===== src/rtl/pfc_pwm_pkg.sv =====
package pfc_pwm_pkg;

  localparam int CH_N   = 2;
  localparam int FLAG_N = 2 + CH_N;
  localparam int ADDR_W = 3;

  // flag bit positions
  localparam int FL_ZERO = 0;
  localparam int FL_PER  = 1;
  localparam int FL_CH0  = 2;

  // register addresses
  localparam logic [ADDR_W-1:0] A_CNT  = 3'd0;
  localparam logic [ADDR_W-1:0] A_PER  = 3'd1;
  localparam logic [ADDR_W-1:0] A_HOLD = 3'd2;
  localparam logic [ADDR_W-1:0] A_FLG  = 3'd4;

  // pin mode codes
  localparam logic [1:0] PM_PLAIN = 2'd2;
  localparam logic [1:0] PM_INV   = 2'd3;

  typedef struct packed {
    logic            bottom;   // tick taken at zero
    logic            topHit;   // tick taken at TOP while climbing
    logic            upDir;    // direction seen by matches on this tick
    logic [CH_N-1:0] hit;      // channel compare matches on this tick
  } pfc_strobe_t;

endpackage


===== src/rtl/pfc_pwm_ctrl.sv =====
module pfc_pwm_ctrl
  import pfc_pwm_pkg::*;
#(
  parameter int CNT_W = 16
) (
  input  logic                       clk,
  input  logic                       rst,
  input  logic                       tickEn,
  input  logic                       topFromA,
  input  logic [CNT_W-1:0]           perVal,
  input  logic [CH_N-1:0][CNT_W-1:0] holdCmp,
  input  logic [CH_N-1:0][CNT_W-1:0] workCmp,
  output logic [CNT_W-1:0]           count,
  output pfc_strobe_t                strb
);

  localparam logic [CNT_W-1:0] ONE = CNT_W'(1);

  logic [CNT_W-1:0] cntQ, cntD;
  logic             upQ, upD;
  logic             atBottom;
  logic             dirNow;
  logic [CNT_W-1:0] topVal;
  logic [CH_N-1:0][CNT_W-1:0] effCmp;
  logic [CH_N-1:0]  hitVec;

  assign atBottom = (cntQ == '0);
  assign dirNow   = atBottom | upQ;

  // at zero the freshly loaded compare values already apply
  for (genvar ch = 0; ch < CH_N; ch++) begin : g_chan
    assign effCmp[ch] = atBottom ? holdCmp[ch] : workCmp[ch];
    assign hitVec[ch] = tickEn && (cntQ == effCmp[ch]) && (effCmp[ch] <= topVal);
  end

  assign topVal = topFromA ? effCmp[0] : perVal;

  always_comb begin
    cntD = cntQ;
    upD  = upQ;
    if (tickEn) begin
      if (atBottom) begin
        cntD = (topVal == '0) ? '0 : ONE;
        upD  = 1'b1;
      end else if (upQ) begin
        if (cntQ >= topVal) begin
          cntD = cntQ - ONE;
          upD  = 1'b0;
        end else begin
          cntD = cntQ + ONE;
        end
      end else begin
        cntD = cntQ - ONE;
      end
    end
  end

  always_ff @(posedge clk) begin
    if (rst) begin
      cntQ <= '0;
      upQ  <= 1'b1;
    end else begin
      cntQ <= cntD;
      upQ  <= upD;
    end
  end

  always_comb begin
    strb.bottom = tickEn && atBottom;
    strb.topHit = tickEn && dirNow && !atBottom && (cntQ == topVal);
    strb.upDir  = dirNow;
    strb.hit    = hitVec;
  end

  assign count = cntQ;

endmodule


===== src/rtl/pfc_pwm_dp.sv =====
module pfc_pwm_dp
  import pfc_pwm_pkg::*;
#(
  parameter int CNT_W = 16
) (
  input  logic                       clk,
  input  logic                       rst,
  input  pfc_strobe_t                strb,
  input  logic                       topFromA,
  input  logic [CH_N-1:0][1:0]       chMode,
  input  logic                       wrEn,
  input  logic [ADDR_W-1:0]          addr,
  input  logic [CNT_W-1:0]           wdata,
  input  logic [CNT_W-1:0]           count,
  output logic [CNT_W-1:0]           rdata,
  output logic [CNT_W-1:0]           perVal,
  output logic [CH_N-1:0][CNT_W-1:0] holdCmp,
  output logic [CH_N-1:0][CNT_W-1:0] workCmp,
  output logic [FLAG_N-1:0]          flagsQ,
  output logic [CH_N-1:0]            pins
);

  logic [FLAG_N-1:0] setVec, clrVec;

  // period register: unbuffered
  always_ff @(posedge clk) begin
    if (rst)                            perVal <= '0;
    else if (wrEn && addr == A_PER)     perVal <= wdata;
  end

  for (genvar ch = 0; ch < CH_N; ch++) begin : g_chan
    localparam logic [ADDR_W-1:0] MY_ADDR = A_HOLD + ADDR_W'(ch);

    always_ff @(posedge clk) begin
      if (rst)                          holdCmp[ch] <= '0;
      else if (wrEn && addr == MY_ADDR) holdCmp[ch] <= wdata;
    end

    always_ff @(posedge clk) begin
      if (rst)              workCmp[ch] <= '0;
      else if (strb.bottom) workCmp[ch] <= holdCmp[ch];
    end

    always_ff @(posedge clk) begin
      if (rst)                         pins[ch] <= 1'b0;
      else if (!chMode[ch][1])         pins[ch] <= 1'b0;
      else if (strb.hit[ch])           pins[ch] <= strb.upDir ? (chMode[ch] == PM_INV)
                                                              : (chMode[ch] == PM_PLAIN);
    end

    if (ch == 0) begin : g_first
      assign setVec[FL_CH0] = strb.hit[0] | (strb.topHit & topFromA);
    end else begin : g_rest
      assign setVec[FL_CH0 + ch] = strb.hit[ch];
    end
  end

  assign setVec[FL_ZERO] = strb.bottom;
  assign setVec[FL_PER]  = strb.topHit & ~topFromA;
  assign clrVec = (wrEn && addr == A_FLG) ? wdata[FLAG_N-1:0] : '0;

  always_ff @(posedge clk) begin
    if (rst) flagsQ <= '0;
    else     flagsQ <= (flagsQ & ~clrVec) | setVec;
  end

  always_comb begin
    rdata = '0;
    if (addr == A_CNT)      rdata = count;
    else if (addr == A_PER) rdata = perVal;
    else if (addr == A_FLG) rdata = {{(CNT_W-FLAG_N){1'b0}}, flagsQ};
    for (int ch = 0; ch < CH_N; ch++) begin
      if (addr == A_HOLD + ADDR_W'(ch)) rdata = holdCmp[ch];
    end
  end

endmodule


===== src/rtl/pfc_pwm_timer.sv =====
module pfc_pwm_timer
  import pfc_pwm_pkg::*;
#(
  parameter int CNT_W = 16
) (
  input  logic             clk,
  input  logic             rst,
  input  logic             tickEn,
  input  logic             topFromA,
  input  logic [1:0]       modeA,
  input  logic [1:0]       modeB,
  input  logic             wrEn,
  input  logic [2:0]       addr,
  input  logic [CNT_W-1:0] wdata,
  output logic [CNT_W-1:0] rdata,
  output logic [CNT_W-1:0] count,
  output logic [3:0]       flags,
  output logic             pwmA,
  output logic             pwmB
);

  pfc_strobe_t                strb;
  logic [CNT_W-1:0]           perVal;
  logic [CH_N-1:0][CNT_W-1:0] holdCmp;
  logic [CH_N-1:0][CNT_W-1:0] workCmp;
  logic [CH_N-1:0][1:0]       chMode;
  logic [CH_N-1:0]            pins;
  logic [FLAG_N-1:0]          flagsQ;

  assign chMode = {modeB, modeA};

  pfc_pwm_ctrl #(.CNT_W(CNT_W)) u_ctrl (
    .clk(clk), .rst(rst), .tickEn(tickEn), .topFromA(topFromA),
    .perVal(perVal), .holdCmp(holdCmp), .workCmp(workCmp),
    .count(count), .strb(strb)
  );

  pfc_pwm_dp #(.CNT_W(CNT_W)) u_dp (
    .clk(clk), .rst(rst), .strb(strb), .topFromA(topFromA), .chMode(chMode),
    .wrEn(wrEn), .addr(addr), .wdata(wdata), .count(count), .rdata(rdata),
    .perVal(perVal), .holdCmp(holdCmp), .workCmp(workCmp),
    .flagsQ(flagsQ), .pins(pins)
  );

  assign flags = flagsQ;
  assign pwmA  = pins[0];
  assign pwmB  = pins[1];

endmodule


===== config.mk =====
export PLATFORM = sky130hd
export DESIGN_NAME = pfc_pwm_timer
export DESIGN_NICKNAME = d
export VERILOG_FILES = /design/src/rtl/pfc_pwm_pkg.sv /design/src/rtl/pfc_pwm_ctrl.sv /design/src/rtl/pfc_pwm_dp.sv /design/src/rtl/pfc_pwm_timer.sv
export SDC_FILE = /design/constraint.sdc
export NUM_CORES = 1
export LEC_CHECK = 0
export BUFFER_PORTS_ARGS = -buffer_cell sky130_fd_sc_hd__buf_2
export CORE_UTILIZATION = 44
export CTS_CLUSTER_DIAMETER = 50
export DETAILED_ROUTE_END_ITERATION = 6
export PLACE_DENSITY = 0.68
export SETUP_SLACK_MARGIN = 0.5
export SLEW_MARGIN = 20
export SYNTH_ARGS = -nofsm -noshare
export SYNTH_HDL_FRONTEND = slang
export SYNTH_SLANG_ARGS = --single-unit

===== constraint.sdc =====
create_clock -name clk -period 9.2 [get_ports clk]
set_clock_uncertainty 0.15 [all_clocks]
set_input_delay 0.46 -clock clk [delete_from_list [all_inputs] [get_ports clk]]
set_output_delay 0.46 -clock clk [all_outputs]
set_load 0.01 [all_outputs]

==> impl_metrics.tcl, run 1 <==
set metrics [dict create \
    grt_usage_pct 28.80 \
    worstHoldPathType "input port to flip-flop" \
    hold_buffers 0 \
    worst_ep_arrival_time_ps 5740 \
    synth_adder_area_share_pct 7.602 \
    start_kind "flip-flop" \
    synth_cell_type_count 67 \
    cts_buffers 9 \
    grt_overflow 0 \
    drc 0 \
    relSlewSlack_pct 35.83 \
    synth_area_leaders "dfxtp_1, nand2_1, a21oi_1" \
    p_per_area_nw_per_um2 326.0 \
    setup-violations-final 0 \
    fp.dieW_um 130.3 \
    synth_top_area_cell "dfxtp_1" \
    worst_slew_pin_slew_ps 959.0 \
    grt_max_degree 83 \
    place_ws_ps 3610 \
    clk_latency_ps 370 \
    port_buffers 65 \
    finalNonFillerCells 1210 \
    async_reset_ff_share_pct 0 \
    critPathCaptureType "flip-flop" \
    syn-num-nets 1041 \
    crit_path_max_incr_delay_ps 810 \
    post_cts_buffers 0 \
    drive_above_1_share_pct 11.77 \
    synth_cells 969 \
    avgSynthCellArea_um2 7.474 \
    ys_seq_elements 103 \
    path_buf_inv 3 \
    synth-main-ff-cell "dfxtp_1" \
    nNetsFinal 1061 \
    syn_to_final_growth_pct 9.278 \
    synth_edf_count 0 \
    path_max_fanout 27 \
    hold_viol_final 0 \
    wl_um 23320 \
    cts_tree "yes" \
    cts_max_path_buffers 2 \
    cts_max_level 3 \
    die-height_um 130.3 \
    dpl.hpwl_um 17350 \
    worst-setup-path-type "flip-flop to flip-flop" \
    via_per_inst 5.949 \
    n_fill_cell 1672 \
    cts.sink_count 103 \
    postRouteAntennaNets 0 \
    clkSlewWorstSetupHoldPaths_ps 80 \
    die_area_um2 16980 \
    gp_congestion 0.9365 \
    setup_ws_ps 3569 \
    fin_crit_ps 5631 \
    slew_violations 0 \
    diodes 0 \
    status "complete, no violations" \
    p_leak_nw 3.330 \
    fin_tns_setup_ps 0 \
    grt_pass1_vias 6499 \
    cp.required_ps 9310 \
    fp.coreArea_um2 16000 \
    yosys.area_share.xor_xnor_pct 2.177 \
    grt_pass1_wl_um 36780 \
    synth.area.mux_share_pct 9.917 \
    register_area_um2 2062 \
    initial_core_util_pct 45.26 \
    peakVddDrop_mv 0.3341 \
    rsz0062_at_grt "false" \
    synth_top_family_by_area "simple AND/OR/NAND/NOR gates" \
    cts_resized 0 \
    cts-root-buf "clkbuf_16" \
    synth_area_um2 7242 \
    worstPathCellList "inv_1, ha_1, nor3b_4, and4_1, buf_4, nand2_1, nand2_1, mux2i_1, ha_1, nand4_1, o41ai_1, o211ai_1, a21o_1, o31a_1, buf_4, o311ai_1, a31oi_1, a211o_1" \
    vias 7198 \
    ios 66 \
    yosysTopAreaCellShare_pct 28.47 \
    max_freq_mhz 177.6 \
    cpLargestDelayFamily "compound AO/OA/AOI/OAI gates" \
    dp.cells 1194 \
    yosysWarnings 0 \
    antenna_found_initial 1 \
    synth_compound_area_share_pct 18.30 \
    finalPower_mw 2.580 \
    rows 46 \
    multi_input_area_um2 4788 \
    drt_iter0_markers 760 \
    dr.pass1.iters 6 \
    ys_seq_area_share_pct 28.47 \
    period_share_pct 61.21 \
    wl_per_cell_um 19.27 \
    slowest_stage "and4_1" \
    maxCapViolCount 0 \
    synthSimpleGateAreaFrac_pct 28.02 \
]
worst reg2reg max path, stage by stage (launching register included):
cell	delay [ps]
dfxtp_1	450
inv_1	250
ha_1	210
nor3b_4	290
and4_1	810
buf_4	430
nand2_1	110
nand2_1	120
mux2i_1	170
ha_1	360
nand4_1	170
o41ai_1	570
o211ai_1	140
a21o_1	180
o31a_1	240
buf_4	220
o311ai_1	300
a31oi_1	70
a211o_1	270
synthesized netlist by cell type (12+ instances only):
master and instances:
clkbuf_1 49, nor2b_1 22, mux2i_1 40, o21ai_0 32
a21oi_1 121, nand3_1 20, nand2_1 246, inv_1 32
nor3_1 25, ha_1 44, mux4_2 12, nor2_1 42
dfxtp_1 103, nand4_1 17
registers in the layout (all words and copies together), names as in the netlist:
register      flops
u_ctrl.count     16
u_dp.flagsQ       4
u_dp.perVal      16
u_dp.holdCmp     32
u_dp.pins         2
u_ctrl.upQ        1
u_dp.workCmp     32
per-layer routing:
metal  wire length [um]  GRT usage, %  part of all wire (%)
met1              10420         41.37                    45
met2              10060         42.37                    43
met3               2292         5.822                   9.8
met4                552         10.19                   2.4
met5                  0             0                     0
area by class of cell:
cell class / count / share of cell area [%]
clock buffers: 11 / 3.194
clock inverters: 5 / 0.5850
inverters: 33 / 1.565
multi-input cells: 771 / 60.51
flip-flops and latches: 103 / 26.06
well taps: 216 / 3.415
repair buffers: 71 / 4.680
cells in the final DEF, fill, tap and decap left out, types with 8 or more instances in the layout:
master and n:
nand3_1 20, o22ai_1 8, nand4_1 17, a21oi_1 121, inv_1 32, dfxtp_1 103, nand2_1 246, nor3_1 25
nor2_1 39, a21o_1 10, or3_1 11, o211ai_1 8, clkbuf_16 9, and3_1 11, mux2i_1 40, xor2_1 11
o21ai_0 32, mux4_2 12, nor2b_1 22, ha_1 44, buf_2 65
where the power goes:
part	switching, mW	internal, mW	total [mW]
clock network	0.194	0.204	0.397
logic	1.07	0.543	1.61
registers	0.0908	0.482	0.572
total	1.35	1.23	2.58
metrics by stage:
stage	util [%]	instance area [um^2]	hold slack [ps]
after floorplan	-	7242	281.2
after global routing	49.46	7914	203.9
after CTS	49.44	7911	194.1
final	49.46	7914	198.7
after global placement	47.56	7610	291.6
after detailed placement	47.58	7612	300.0
kinds of logic after synthesis:
logic type | count (synthesis)
compound gates | 222
xor+xnor | 18
fa+ha+maj | 44
buf+inv | 95
flops | 103
mux | 55
simple gates | 432
final timing paths:
kind,start,endpoint,slack (ps),cells past startpoint
max,u_ctrl.count[0]$_SDFFE_PP0P_,u_ctrl.count[14]$_SDFFE_PP0P_,3570,18
min,wdata[5],u_dp.holdCmp[21]$_SDFFE_PP0P_,200,3
max reg2reg,u_ctrl.count[0]$_SDFFE_PP0P_,u_ctrl.count[14]$_SDFFE_PP0P_,3570,18
min reg2reg,u_dp.workCmp[21]$_SDFFE_PP0P_,u_dp.workCmp[21]$_SDFFE_PP0P_,310,2
No activity file was read; power rests on OpenSTA's default activity.
==> inputs of run 2 (changes only) <==
Settings changed: ABC_AREA from default to 1.
Clock period 9.2 ns to 5.8 ns, I/O delays scaled along.
==> run 2 against run 1 <==
Via count up 0.19%. Total power down 18%. Area after synthesis fell by 1.5%. Largest cell class unchanged.
==> impl_metrics.tcl, run 2 <==
set metrics [dict create \
    fin_crit_ps 4621 \
    whs_ps 52.90 \
    worstHoldPathType "input port to flip-flop" \
    layout_common_cells "nand2_1, inv_1, o21ai_0" \
    register_area_um2 2062 \
    relSlewSlack_pct 34.83 \
    fin_tns_setup_ps 0 \
    maxCapViolCount 0 \
    timing.rr.start "u_ctrl.count[0]$_SDFFE_PP0P_" \
    internal_power_mw 1.293 \
    mostFrequentLayoutCell "nand2_1" \
    synth_area_um2 7133 \
    worst_slew_pin_slew_ps 976.3 \
    wl_per_cell_um 16.34 \
    power_frac_comb_pct 34.0 \
    rsz0062_at_grt "false" \
    status "complete, no violations" \
    dr.pass1.iters 5 \
    max_freq_mhz 216.4 \
    port_buffers 65 \
    ys_seq_area_share_pct 28.91 \
    cts_max_level 3 \
    synth_top_area_cell "dfxtp_1" \
    place_ws_ps 1060 \
    grt_pass1_vias 6422 \
    n_fill_cell 1642 \
    cts-root-buf "clkbuf_16" \
    grt_max_degree 75 \
    via_per_inst 5.439 \
    initial_core_util_pct 45.07 \
    top_regs "u_dp.holdCmp x32, u_dp.workCmp x32" \
    grt_usage_pct 26.99 \
    synth_cell_type_count 45 \
    path_max_fanout 21 \
    start_kind "flip-flop" \
    fp.coreArea_um2 15830 \
    synth_most_common_cell "nand2_1" \
    setup-violations-final 0 \
    dpl.hpwl_um 16590 \
    drc 0 \
    syn-num-nets 1146 \
    fp.dieW_um 129.3 \
    placed_cell_area_um2 7508 \
    clk_latency_ps 360 \
    peakVddDrop_mv 0.2144 \
    postRouteAntennaNets 0 \
    drt_iter0_markers 575 \
    synth_edf_count 0 \
    syn_to_final_growth_pct 9.402 \
    synth_area_leaders "dfxtp_1, nand2_1, o21ai_0" \
    critPathCaptureType "flip-flop" \
    p_clk_share_pct 29.2 \
    ys_seq_elements 103 \
    hold_viol_final 0 \
    rows 46 \
    p_per_area_nw_per_um2 271.2 \
    gp_congestion 0.9387 \
    cts_buffers 9 \
    hp-start "wdata[14]" \
    cts_resized 0 \
    worst-setup-path-type "flip-flop to flip-flop" \
    nNetsFinal 1177 \
    grt_overflow 0 \
    antenna_found_initial 0 \
    synth-main-ff-cell "dfxtp_1" \
    die-height_um 129.3 \
    crit_start "u_ctrl.count[0]$_SDFFE_PP0P_" \
    wl_um 21670 \
    setup_ws_ps 1179 \
    grt_pass1_wl_um 34570 \
    synth_cells 1074 \
    diodes 0 \
    sequentialPowerShare_pct 36.8 \
    switching_share_pct 38.92 \
    power.switching_mw 0.8237 \
    yosysWarnings 0 \
    cts_tree "yes" \
    final_area_um2 7804 \
    post_cts_buffers 0 \
    yosysTopAreaCellShare_pct 28.91 \
    cp.required_ps 5860 \
    multi_input_area_um2 4247 \
    avgSynthCellArea_um2 6.642 \
    clkSlewWorstSetupHoldPaths_ps 80 \
    ios 66 \
    die_area_um2 16730 \
    vias 7212 \
    hold_buffers 0 \
    slew_violations 0 \
    worst_ep_arrival_time_ps 4680 \
    cts.sink_count 103 \
    cts_max_path_buffers 2 \
    period_share_pct 79.68 \
    async_reset_ff_share_pct 0 \
    p_leak_nw 3.616 \
    synthTopCellsByCount "nand2_1, inv_1, o21ai_0" \
    drive_above_1_share_pct 10.45 \
]
run 2: final timing paths:
kind / slack [ps] / endpoint / cells after the start
setup / recovery: 1180 / u_ctrl.count[12]$_SDFFE_PP0P_ / 19
hold / removal: 50 / u_dp.holdCmp[14]$_SDFFE_PP0P_ / 3
setup reg to reg: 1180 / u_ctrl.count[12]$_SDFFE_PP0P_ / 19
hold reg to reg: 310 / u_dp.workCmp[16]$_SDFFE_PP0P_ / 2
run 2: cells by family (layout without fill, tap and decap cells):
kind of cell / after synthesis / count (layout) / synth area share [%]
simple gates: 390 / 390 / 23.66
compound gates: 303 / 303 / 23.75
buf+inv: 199 / 235 / 11.66
flops: 103 / 103 / 28.91
fa+ha+maj: 44 / 44 / 7.718
xor+xnor: 35 / 35 / 4.298
run 2: cell type report:
class	instances	area share, %
Multi-Input combinational cell	772	54.42
Sequential cell	103	26.42
Inverter	146	7.039
Timing Repair Buffer	73	4.938
Tap cell	216	3.463
Clock buffer	11	3.110
Clock inverter	5	0.6093
run 2: layer usage:
metal	wire length (um)	part of all wire, %	track usage (%)	vias up
met3	1322	6.1	3.964	42
met4	606	2.8	10.17	0
li1	-	-	-	3650
met2	9407	43	40.80	242
met5	0	0	0	-
met1	10330	48	38.58	3278
run 2: worst max-delay path: stages (launching register included):
cell	delay, ps
dfxtp_1	490
inv_1	180
ha_1	290
nand2_4	120
nor2_4	50
nand2_2	340
buf_4	310
o21ai_1	150
o21ai_0	530
ha_1	360
a21oi_1	170
o21ai_0	120
nand2_1	70
nand3_1	110
nor2_4	400
nand2_2	260
nand2_1	120
nand3_1	70
nand2_1	100
a21oi_1	60
run 2: per-stage QoR:
step / utilization (%) / total power, mW / instances
finish: 49.30 / 2.116 / 1326
global route: 49.30 / 2.253 / 1326
CTS: 49.27 / 2.117 / 1326
detailed placement: 47.44 / 1.501 / 1310
global placement: 47.44 / 1.494 / 1310
floorplan: - / 1.332 / 1074
run 2: power by group through the flow:
stage	clock network [mW]	logic [mW]	registers, mW
6_report	0.618	0.719	0.780
5_1_grt	0.660	0.808	0.785
4_1_cts	0.629	0.709	0.779
3_5_place_dp	0	0.706	0.795
3_3_place_gp	0	0.700	0.794
2_1_floorplan	0	0.545	0.787
